**config.mk**
```make
export PLATFORM = sky130hd
export DESIGN_NAME = irq_ctrl_top
export DESIGN_NICKNAME = d
export VERILOG_FILES = /design/src/rtl/irq_pkg.sv /design/src/rtl/irq_ext_cond.sv /design/src/rtl/irq_arbiter.sv /design/src/rtl/irq_inservice.sv /design/src/rtl/irq_ctrl_top.sv
export SDC_FILE = /design/constraint.sdc
export NUM_CORES = 1
export LEC_CHECK = 0
export BUFFER_PORTS_ARGS = -buffer_cell sky130_fd_sc_hd__buf_4
export CORE_MARGIN = 8
export CORE_UTILIZATION = 53
export DETAILED_ROUTE_END_ITERATION = 6
export GPL_ROUTABILITY_DRIVEN = 0
export PLACE_DENSITY_LB_ADDON = 0.05
export SYNTH_ARGS = -nofsm -noshare
export SYNTH_HDL_FRONTEND = slang
export SYNTH_HIERARCHICAL = 1
export SYNTH_SLANG_ARGS = --single-unit
```
**constraint.sdc**
```tcl
create_clock -name clk -period 4.5 [get_ports clk]
set_input_delay 0 -clock clk [delete_from_list [all_inputs] [get_ports clk]]
set_output_delay 0 -clock clk [all_outputs]
set_load 0.01 [all_outputs]
```
**src/rtl/irq_pkg.sv**
```systemverilog
package irq_pkg;
  localparam int SRC_COUNT  = 5;
  localparam int EXT_COUNT  = 2;
  localparam int VEC_WIDTH  = 16;
  localparam int VEC_BASE   = 3;
  localparam int VEC_STRIDE = 8;
  localparam int IDX_W      = $clog2(SRC_COUNT);

  // vector address for a source index
  function automatic logic [VEC_WIDTH-1:0] vec_of(input logic [IDX_W-1:0] idx);
    return VEC_WIDTH'(VEC_BASE + VEC_STRIDE * int'(idx));
  endfunction

  // index of the lowest set bit (0 when none is set)
  function automatic logic [IDX_W-1:0] lowest_set(input logic [SRC_COUNT-1:0] v);
    logic [IDX_W-1:0] r;
    r = '0;
    for (int i = SRC_COUNT - 1; i >= 0; i--)
      if (v[i]) r = IDX_W'(i);
    return r;
  endfunction
endpackage

```
**src/rtl/irq_ext_cond.sv**
```systemverilog
module irq_ext_cond #(
  parameter int NEXT = 2
) (
  input  logic            clk,
  input  logic            rst_n,
  input  logic [NEXT-1:0] line_n,
  input  logic [NEXT-1:0] edge_mode,
  input  logic [NEXT-1:0] clr,
  output logic [NEXT-1:0] req
);
  logic [NEXT-1:0] prev_q;
  logic [NEXT-1:0] pend_q;
  logic [NEXT-1:0] fall;

  for (genvar e = 0; e < NEXT; e++) begin : g_line
    assign fall[e] = prev_q[e] & ~line_n[e];

    always_ff @(posedge clk) begin
      if (!rst_n) begin
        prev_q[e] <= 1'b1;
        pend_q[e] <= 1'b0;
      end else begin
        prev_q[e] <= line_n[e];
        if (!edge_mode[e])  pend_q[e] <= 1'b0;
        else if (fall[e])   pend_q[e] <= 1'b1;
        else if (clr[e])    pend_q[e] <= 1'b0;
      end
    end

    assign req[e] = edge_mode[e] ? pend_q[e] : ~line_n[e];
  end
endmodule

```
**src/rtl/irq_arbiter.sv**
```systemverilog
module irq_arbiter
  import irq_pkg::*;
#(
  parameter int NSRC = SRC_COUNT
) (
  input  logic [NSRC-1:0]  eligible,
  input  logic [NSRC-1:0]  prio,
  input  logic             ins_hi,
  input  logic             ins_lo,
  output logic             grant_valid,
  output logic [IDX_W-1:0] grant_idx,
  output logic             grant_high
);
  logic [NSRC-1:0] hi_set;
  logic [NSRC-1:0] lo_set;

  assign hi_set = eligible & prio;
  assign lo_set = eligible & ~prio;

  always_comb begin
    grant_valid = 1'b0;
    grant_idx   = '0;
    grant_high  = 1'b0;
    if (!ins_hi && |hi_set) begin
      grant_valid = 1'b1;
      grant_idx   = lowest_set(hi_set);
      grant_high  = 1'b1;
    end else if (!ins_hi && !ins_lo && |lo_set) begin
      grant_valid = 1'b1;
      grant_idx   = lowest_set(lo_set);
    end
  end
endmodule

```
**src/rtl/irq_inservice.sv**
```systemverilog
module irq_inservice (
  input  logic clk,
  input  logic rst_n,
  input  logic set_hi,
  input  logic set_lo,
  input  logic reti,
  output logic ins_hi,
  output logic ins_lo
);
  logic hi_after_ret;
  logic lo_after_ret;

  // a return drops the highest level that is active
  assign hi_after_ret = ins_hi & ~reti;
  assign lo_after_ret = ins_lo & ~(reti & ~ins_hi);

  always_ff @(posedge clk) begin
    if (!rst_n) begin
      ins_hi <= 1'b0;
      ins_lo <= 1'b0;
    end else begin
      ins_hi <= hi_after_ret | set_hi;
      ins_lo <= lo_after_ret | set_lo;
    end
  end
endmodule

```
**src/rtl/irq_ctrl_top.sv**
```systemverilog
module irq_ctrl_top
  import irq_pkg::*;
(
  input  logic                 clk,
  input  logic                 rst_n,
  input  logic                 en_we,
  input  logic [7:0]           en_wdata,
  input  logic                 pri_we,
  input  logic [4:0]           pri_wdata,
  input  logic [1:0]           ext_edge_mode,
  input  logic [1:0]           ext_n,
  input  logic [1:0]           tmr_flag,
  input  logic                 ser_rx,
  input  logic                 ser_tx,
  input  logic                 insn_boundary,
  input  logic                 irq_ack,
  input  logic                 reti_pulse,
  output logic                 irq_req,
  output logic [VEC_WIDTH-1:0] irq_vector
);
  localparam int GIE_BIT = 7;

  logic                 gie_q;
  logic [SRC_COUNT-1:0] ien_q;
  logic [SRC_COUNT-1:0] prio_q;
  logic                 req_q;
  logic [VEC_WIDTH-1:0] vec_q;
  logic [IDX_W-1:0]     sel_idx_q;
  logic                 sel_hi_q;
  logic                 hold_off_q;

  logic [EXT_COUNT-1:0] ext_req;
  logic [EXT_COUNT-1:0] ext_clr;
  logic [SRC_COUNT-1:0] src_raw;
  logic [SRC_COUNT-1:0] eligible;
  logic                 grant_valid;
  logic [IDX_W-1:0]     grant_idx;
  logic                 grant_high;
  logic                 ins_hi;
  logic                 ins_lo;
  logic                 take_now;
  logic                 ack_fire;

  assign ack_fire = req_q & irq_ack;

  for (genvar e = 0; e < EXT_COUNT; e++) begin : g_clr
    assign ext_clr[e] = ack_fire && (sel_idx_q == IDX_W'(2 * e));
  end

  irq_ext_cond #(.NEXT(EXT_COUNT)) u_ext (
    .clk       (clk),
    .rst_n     (rst_n),
    .line_n    (ext_n),
    .edge_mode (ext_edge_mode),
    .clr       (ext_clr),
    .req       (ext_req)
  );

  // fixed polling order: ext0, tmr0, ext1, tmr1, serial
  assign src_raw  = {ser_rx | ser_tx, tmr_flag[1], ext_req[1], tmr_flag[0], ext_req[0]};
  assign eligible = src_raw & ien_q & {SRC_COUNT{gie_q}};

  irq_arbiter #(.NSRC(SRC_COUNT)) u_arb (
    .eligible    (eligible),
    .prio        (prio_q),
    .ins_hi      (ins_hi),
    .ins_lo      (ins_lo),
    .grant_valid (grant_valid),
    .grant_idx   (grant_idx),
    .grant_high  (grant_high)
  );

  irq_inservice u_ins (
    .clk    (clk),
    .rst_n  (rst_n),
    .set_hi (ack_fire & sel_hi_q),
    .set_lo (ack_fire & ~sel_hi_q),
    .reti   (reti_pulse),
    .ins_hi (ins_hi),
    .ins_lo (ins_lo)
  );

  assign take_now = insn_boundary & ~req_q & ~hold_off_q & grant_valid;

  always_ff @(posedge clk) begin
    if (!rst_n) begin
      gie_q      <= 1'b0;
      ien_q      <= '0;
      prio_q     <= '0;
      req_q      <= 1'b0;
      vec_q      <= '0;
      sel_idx_q  <= '0;
      sel_hi_q   <= 1'b0;
      hold_off_q <= 1'b0;
    end else begin
      if (en_we) begin
        gie_q <= en_wdata[GIE_BIT];
        ien_q <= en_wdata[SRC_COUNT-1:0];
      end
      if (pri_we) prio_q <= pri_wdata;

      if (reti_pulse)         hold_off_q <= 1'b1;
      else if (insn_boundary) hold_off_q <= 1'b0;

      if (take_now) begin
        req_q     <= 1'b1;
        vec_q     <= vec_of(grant_idx);
        sel_idx_q <= grant_idx;
        sel_hi_q  <= grant_high;
      end else if (ack_fire) begin
        req_q <= 1'b0;
        vec_q <= '0;
      end
    end
  end

  assign irq_req    = req_q;
  assign irq_vector = vec_q;
endmodule

```
# Word-level counts from Yosys, hierarchy flattened
# Cells that the tools add are included.
# Widths: inputs -> output; s select.
[word_totals]
reg_bits = 39
input_bits = 28
output_inout_bits = 17
wordCells = 86
[op_classes]
addsub = 1
n_eq_ne = 1
muxes = 27
bitwise = 27
n_reduce_logical = 16
[ops]
columns = ["op", "count"]
rows = [
  ["$mux 3", 12],
  ["$mux 16", 2],
  ["$and 5x5->5", 4],
  ["$mux 1", 13],
  ["$and 1x1->1", 11],
  ["$reduce_or 5->1", 2],
  ["$not 1->1", 8],
  ["$reduce_bool 2->1", 4],
  ["$add 2x6->7 const A", 1],
  ["$logic_and 1x1->1", 5],
  ["$not 5->5", 1],
  ["$reduce_and 2->1", 2],
  ["$eq 3x2->1 const B", 1],
  ["$logic_not 3->1", 1],
  ["$or 1x1->1", 3],
  ["$logic_not 1->1", 2],
]

# Longest topological paths before layout
[logic_depth]
ltp_word = 14
ltp_mapped = 11
ltp_nobuf = 10

# By module
# The synthesis kept the hierarchy.
[modules_own_cells]
columns = ["module", "instances", "cells_per_inst", "area_each_um2", "seq_area_each_um2"]
rows = [
  ["irq_ctrl_top", 1, 91, 925.9, 400.4],
  ["irq_ext_cond", 1, 18, 185.2, 80.1],
  ["irq_arbiter", 1, 31, 182.7, 0.0],
  ["irq_inservice", 1, 7, 70.1, 40.0],
]

# Least setup slack after synthesis
# No wires, ideal clock.
[synth_timing]
path_type = "flip-flop to flip-flop"
from = "reg u_ext.pend_q[1]"
to = "reg vec_q[4] (netlist: irq_vector[4])"
setup_ps = 116
t_arrival_ps = 1726
setup_slack_ps = 2658
path_stages_with_launch = 11
n_path_buf = 1
synth_period_minus_slack_ps = 1842
path_cell_list = "dfxtp_1 inv_1 mux2i_1 and3_1 a222oi_1 and3_1 a21oi_1 nand4bb_4 buf_6 nor2_2 a41o_1"
[synth_via]
word_cells_on_any_way = 23
cone_classes = "add/sub (1); mux (12); bitwise (5); reduce/logical (5)"
[synth_lines]
columns = ["element", "line", "text"]
rows = [
  ["start: declaration", "irq_ext_cond.sv:12", "logic [NEXT-1:0] pend_q;"],
  ["start signal: indexed assignment", "irq_ext_cond.sv:21", "pend_q[e] <= 1'b0;"],
  ["start signal: indexed assignment", "irq_ext_cond.sv:24", "if (!edge_mode[e]) pend_q[e] <= 1'b0;"],
  ["start signal: indexed assignment", "irq_ext_cond.sv:25", "else if (fall[e]) pend_q[e] <= 1'b1;"],
  ["$mux 1 (*)", "irq_ext_cond.sv:30", "assign req[e] = edge_mode[e] ? pend_q[e] : ~line_n[e];"],
  ["via ext_req[1]", "irq_ctrl_top.sv:32", "logic [EXT_COUNT-1:0] ext_req;"],
  ["$and 5x5->5 (*) (2 in a row)", "irq_ctrl_top.sv:61", "assign eligible = src_raw & ien_q & {SRC_COUNT{gie_q}};"],
  ["via eligible[2]", "irq_ctrl_top.sv:35", "logic [SRC_COUNT-1:0] eligible;"],
  ["$and 5x5->5", "irq_arbiter.sv:18", "assign lo_set = eligible & ~prio;"],
  ["$reduce_or 5->1", "irq_arbiter.sv:28", "end else if (!ins_hi && !ins_lo && |lo_set) begin"],
  ["$logic_and 1x1->1", "irq_arbiter.sv:28", ""],
  ["$mux 1", "irq_arbiter.sv:28", ""],
  ["$mux 1 (*)", "irq_arbiter.sv:24", "if (!ins_hi && |hi_set) begin"],
  ["via grant_valid", "irq_ctrl_top.sv:36", "logic grant_valid;"],
  ["$and 1x1->1 (*)", "irq_ctrl_top.sv:83", "assign take_now = insn_boundary & ~req_q & ~hold_off_q & grant_valid;"],
  ["$mux 16 or $reduce_bool 2->1 (tied branches)", "n/a", ""],
  ["end signal: assignment", "irq_ctrl_top.sv:107", "vec_q <= vec_of(grant_idx);"],
  ["end: declaration", "irq_ctrl_top.sv:27", "logic [VEC_WIDTH-1:0] vec_q;"],
]
# The timed path passes the listed nets; every way through them passes the cells marked *.
# A chain may end at the register's enable or synchronous reset.

# Worst setup path after layout
[layout_timing]
from = "in ext_edge_mode[1]"
to = "reg vec_q[3] (netlist: irq_vector[3])"
[layout_via]
elab_chain_len = 11
word_cells_on_any_way = 23
cone_classes = "add/sub (1); mux (12); bitwise (5); reduce/logical (5)"
[layout_rtl]
columns = ["element", "line", "text"]
rows = [
  ["start: declaration", "irq_ctrl_top.sv:10", "input logic [1:0] ext_edge_mode,"],
  ["$mux 1 (*)", "irq_ext_cond.sv:30", ""],
  ["via ext_req[1]", "irq_ctrl_top.sv:32", ""],
  ["$and 5x5->5 (*) (2 in a row)", "irq_ctrl_top.sv:61", ""],
  ["via eligible[2]", "irq_ctrl_top.sv:35", ""],
  ["$and 5x5->5", "irq_arbiter.sv:18", ""],
  ["$mux 3 (3 in a row)", "irq_pkg.sv:19", "if (v[i]) r = IDX_W'(i);"],
  ["$mux 3", "irq_arbiter.sv:28", ""],
  ["$mux 3 (*)", "irq_arbiter.sv:24", ""],
  ["via grant_idx[0]", "irq_ctrl_top.sv:37", "logic [IDX_W-1:0] grant_idx;"],
  ["$add 2x6->7 (*)", "irq_pkg.sv:11", "return VEC_WIDTH'(VEC_BASE + VEC_STRIDE * int'(idx));"],
  ["$mux 16 (*)", "irq_ctrl_top.sv:105", "if (take_now) begin"],
]
# Marks and branches as above.

==> results_dict.tcl <==
set metrics [dict create \
    grt_pass1_vias 1197 \
    hold_depth 3 \
    die_w_um 66.73 \
    yosysTopAreaCell "dfxtp_1" \
    dieArea_sq_um 4452 \
    criticalPathCategory "in -> reg" \
    worst_skew_pair.late_latency_ps 320 \
    cpMostUsedCell "and3_1" \
    period_minus_slack_ps 2133 \
    critPathMaxFanout 5 \
    cp-start-kind "primary input" \
    diodes 0 \
    crit_arrival_ps 2390 \
    synth_edf_count 0 \
    yosysSeqAreaShare_pct 38.17 \
    cap_violations 0 \
    cts_setup_buffers 0 \
    area_delta_synth_final_pct 31.74 \
    synth_most_common_cell "dfxtp_1" \
    finalMaxSlewViolations 0 \
    synth_common_cells "dfxtp_1 (26), nor2b_1 (16), buf_4 (13), mux2i_1 (13), nand2_1 (11)" \
    drive_gt1_share_pct 21.13 \
    cp_cell_sequence "dlygate4sd3_1 -> buf_4 -> mux2i_1 -> and3_1 -> a222oi_1 -> and3_1 -> nand3b_1 -> a311oi_1 -> nand2_1 -> nor2_1 -> a41o_1" \
    yosys_most_used_dff "dfxtp_1" \
    synth_area_leaders "dfxtp_1 (38%), mux2i_1 (9.5%), nor2b_1 (7.3%)" \
    via_per_inst 5.080 \
    port_buffers 31 \
    post-route-util_pct 73.19 \
    rr_startpoint "u_ext/pend_q[1]" \
    endpoint_kind "register" \
    rsz0062_at_grt "false" \
    vias 1138 \
    syn_inst 147 \
    layout.nets 223 \
    start_util_pct 55.56 \
    reg2reg_to "irq_vector[3]" \
    drt_iter0_markers 27 \
    outcome "finished, final reports clean" \
    setup-violations-final 0 \
    ant_nets 0 \
    grt_overflow_total 0 \
    route.detailed.drc 0 \
    numCtsBuffers 3 \
    slowest_stage "dlygate4sd3_1" \
    die_y_um 66.73 \
    yosys_warnings 6 \
    p_per_area_nw_per_um2 261.6 \
    fin_crit_sh_pct 47.40 \
    critical_path.max_stage_delay_ps 530 \
    synth_top_cell_area_share_pct 38.17 \
    std_cell_rows 18 \
    hold_viol_final 0 \
    cts_tree "done" \
    ff2ff_setup_slack_ps 2390 \
    required_ps 4760 \
    coreArea_sq_um 2455 \
    leakagePower_nw 0.8090 \
    r2r_cells 10 \
    tns_ps 0 \
    dp_hpwl_mm 2.101 \
    grt_pass1_wl_mm 5.168 \
    routed_wl_mm 3.007 \
    grt_antenna_before_repair 0 \
    async_reset_ff_share_pct 0 \
    fmax_mhz 468.8 \
    cts_max_path_buffers 2 \
    ys_ff_latch 26 \
    hp-class "in -> reg" \
    postCtsHoldBufs 19 \
    cts_resized 0 \
    drt_pass1_iterations 4 \
    synth_cell_types 34 \
    cts_root_buffer "clkbuf_4" \
    clk_pin_slew_ps 140 \
    hold_end "prio_q[0]" \
    multi_input_area_sq_um 742.0 \
    grt_usage_pct 14.36 \
    final.fill_count 199 \
    grt_start_max_net_pins 31 \
    io_pins 45 \
    wl_per_cell_um 13.42 \
    cts.sinks 26 \
    synth.cell_area_sq_um 1364 \
    peakVddDrop_mv 0.2092 \
    fin_worst_skew_ps 13.38 \
    seqCellArea_sq_um 520.5 \
    syn_avg_cell_area_sq_um 9.278 \
    worstHoldStart "pri_we" \
    htree_levels 1 \
]
## report_power, final
part           leakage, nW  switching (mW)  total (mW)  internal (mW)
clock network       0.0279          0.0665       0.157         0.0900
logic                0.568          0.0267      0.0680         0.0413
registers            0.213         0.00682       0.246          0.239
total                0.809           0.100       0.470          0.370
## placed cells by master (no fill, tap or decap), drive strengths merged
master / instances
a21boi: 1
a21oi: 6
a222oi: 1
a311oi: 1
a31o: 3
a41o: 3
and3: 7
buf: 31
bufinv: 1
clkbuf: 3
conb: 11
dfxtp: 26
dlygate4sd3: 20
inv: 3
mux2i: 13
nand2: 11
nand2b: 9
nand3: 3
nand3b: 2
nand4bb: 1
nor2: 6
nor2b: 16
nor3b: 2
nor4: 1
nor4b: 1
o2111ai: 1
o211a: 1
o21a: 2
o21ai: 5
o21bai: 2
or2b: 1
## critical path, delay by kind of cell
| kind | cells | cell delay [ps] |
|---|---|---|
| buf+inv | 2 | 670 |
| compound gates | 3 | 780 |
| mux | 1 | 110 |
| simple gates | 5 | 830 |
## layout make-up
cell class | instances | share of cell area [%]
clock buffers | 3 | 1.253
multi-input cells | 110 | 41.30
flip-flops and latches | 26 | 28.97
clock inverters | 1 | 1.671
inverters | 3 | 0.6267
well taps | 30 | 2.089
repair buffers | 51 | 24.09
## metrics by stage
step / cell area (sq um) / instances / setup WS, ps / power (mW) / hold slack, ps
after global placement: 1544 / 200 / 2469 / 0.3022 / 201.9
after detailed placement: 1544 / 200 / 2474 / 0.3038 / 209.8
after floorplan: 1401 / 157 / 2658 / 0.2876 / 73.04
after global routing: 1797 / 224 / 2209 / 0.4938 / 14.66
final: 1797 / 224 / 2367 / 0.4701 / 20.51
after CTS: 1787 / 223 / 2407 / 0.4734 / 16.09
## cells by family after synthesis
family / share of synthesized area [%]
AOI/OAI and AO/OA: 14.22
other: 0.2750
muxes: 9.541
DFF: 38.17
buffers and inverters: 10.18
and+or+nand+nor: 27.62
## worst max path at each step
| stage | startpoint | end | slack [ps] | cells after the start |
|---|---|---|---|---|
| after global routing | u_ext/pend_q[1] | irq_vector[3] | 2210 | 10 |
| after detailed placement | u_ext/pend_q[1] | sel_idx_q[0] | 2470 | 10 |
| after global placement | u_ext/pend_q[1] | sel_idx_q[0] | 2470 | 10 |
| final | ext_edge_mode[1] | irq_vector[3] | 2370 | 11 |
| after floorplan | u_ext/pend_q[1] | irq_vector[4] | 2660 | 10 |
| after CTS | ext_edge_mode[1] | irq_vector[3] | 2410 | 11 |
## metal layers
layer	up-vias	routed length, um	share of wire (%)	GRT usage [%]
li1	585	-	-	-
met1	519	1242	41	16.34
met2	30	1489	50	25.21
met3	4	236	7.8	3.691
met4	0	40	1.3	4.800
met5	-	0	0	0
## state kept, by name, summed over array words and instances, names as in the netlist
| name | flops |
|---|---|
| sel_hi_q | 1 |
| sel_idx_q | 3 |
| u_ins/ins_lo | 1 |
| hold_off_q | 1 |
| ien_q | 5 |
| gie_q | 1 |
| u_ins/ins_hi | 1 |
| irq_vector | 4 |
| u_ext/pend_q | 2 |
| u_ext/prev_q | 2 |
| prio_q | 5 |
Power figures use the tool's default switching activity.
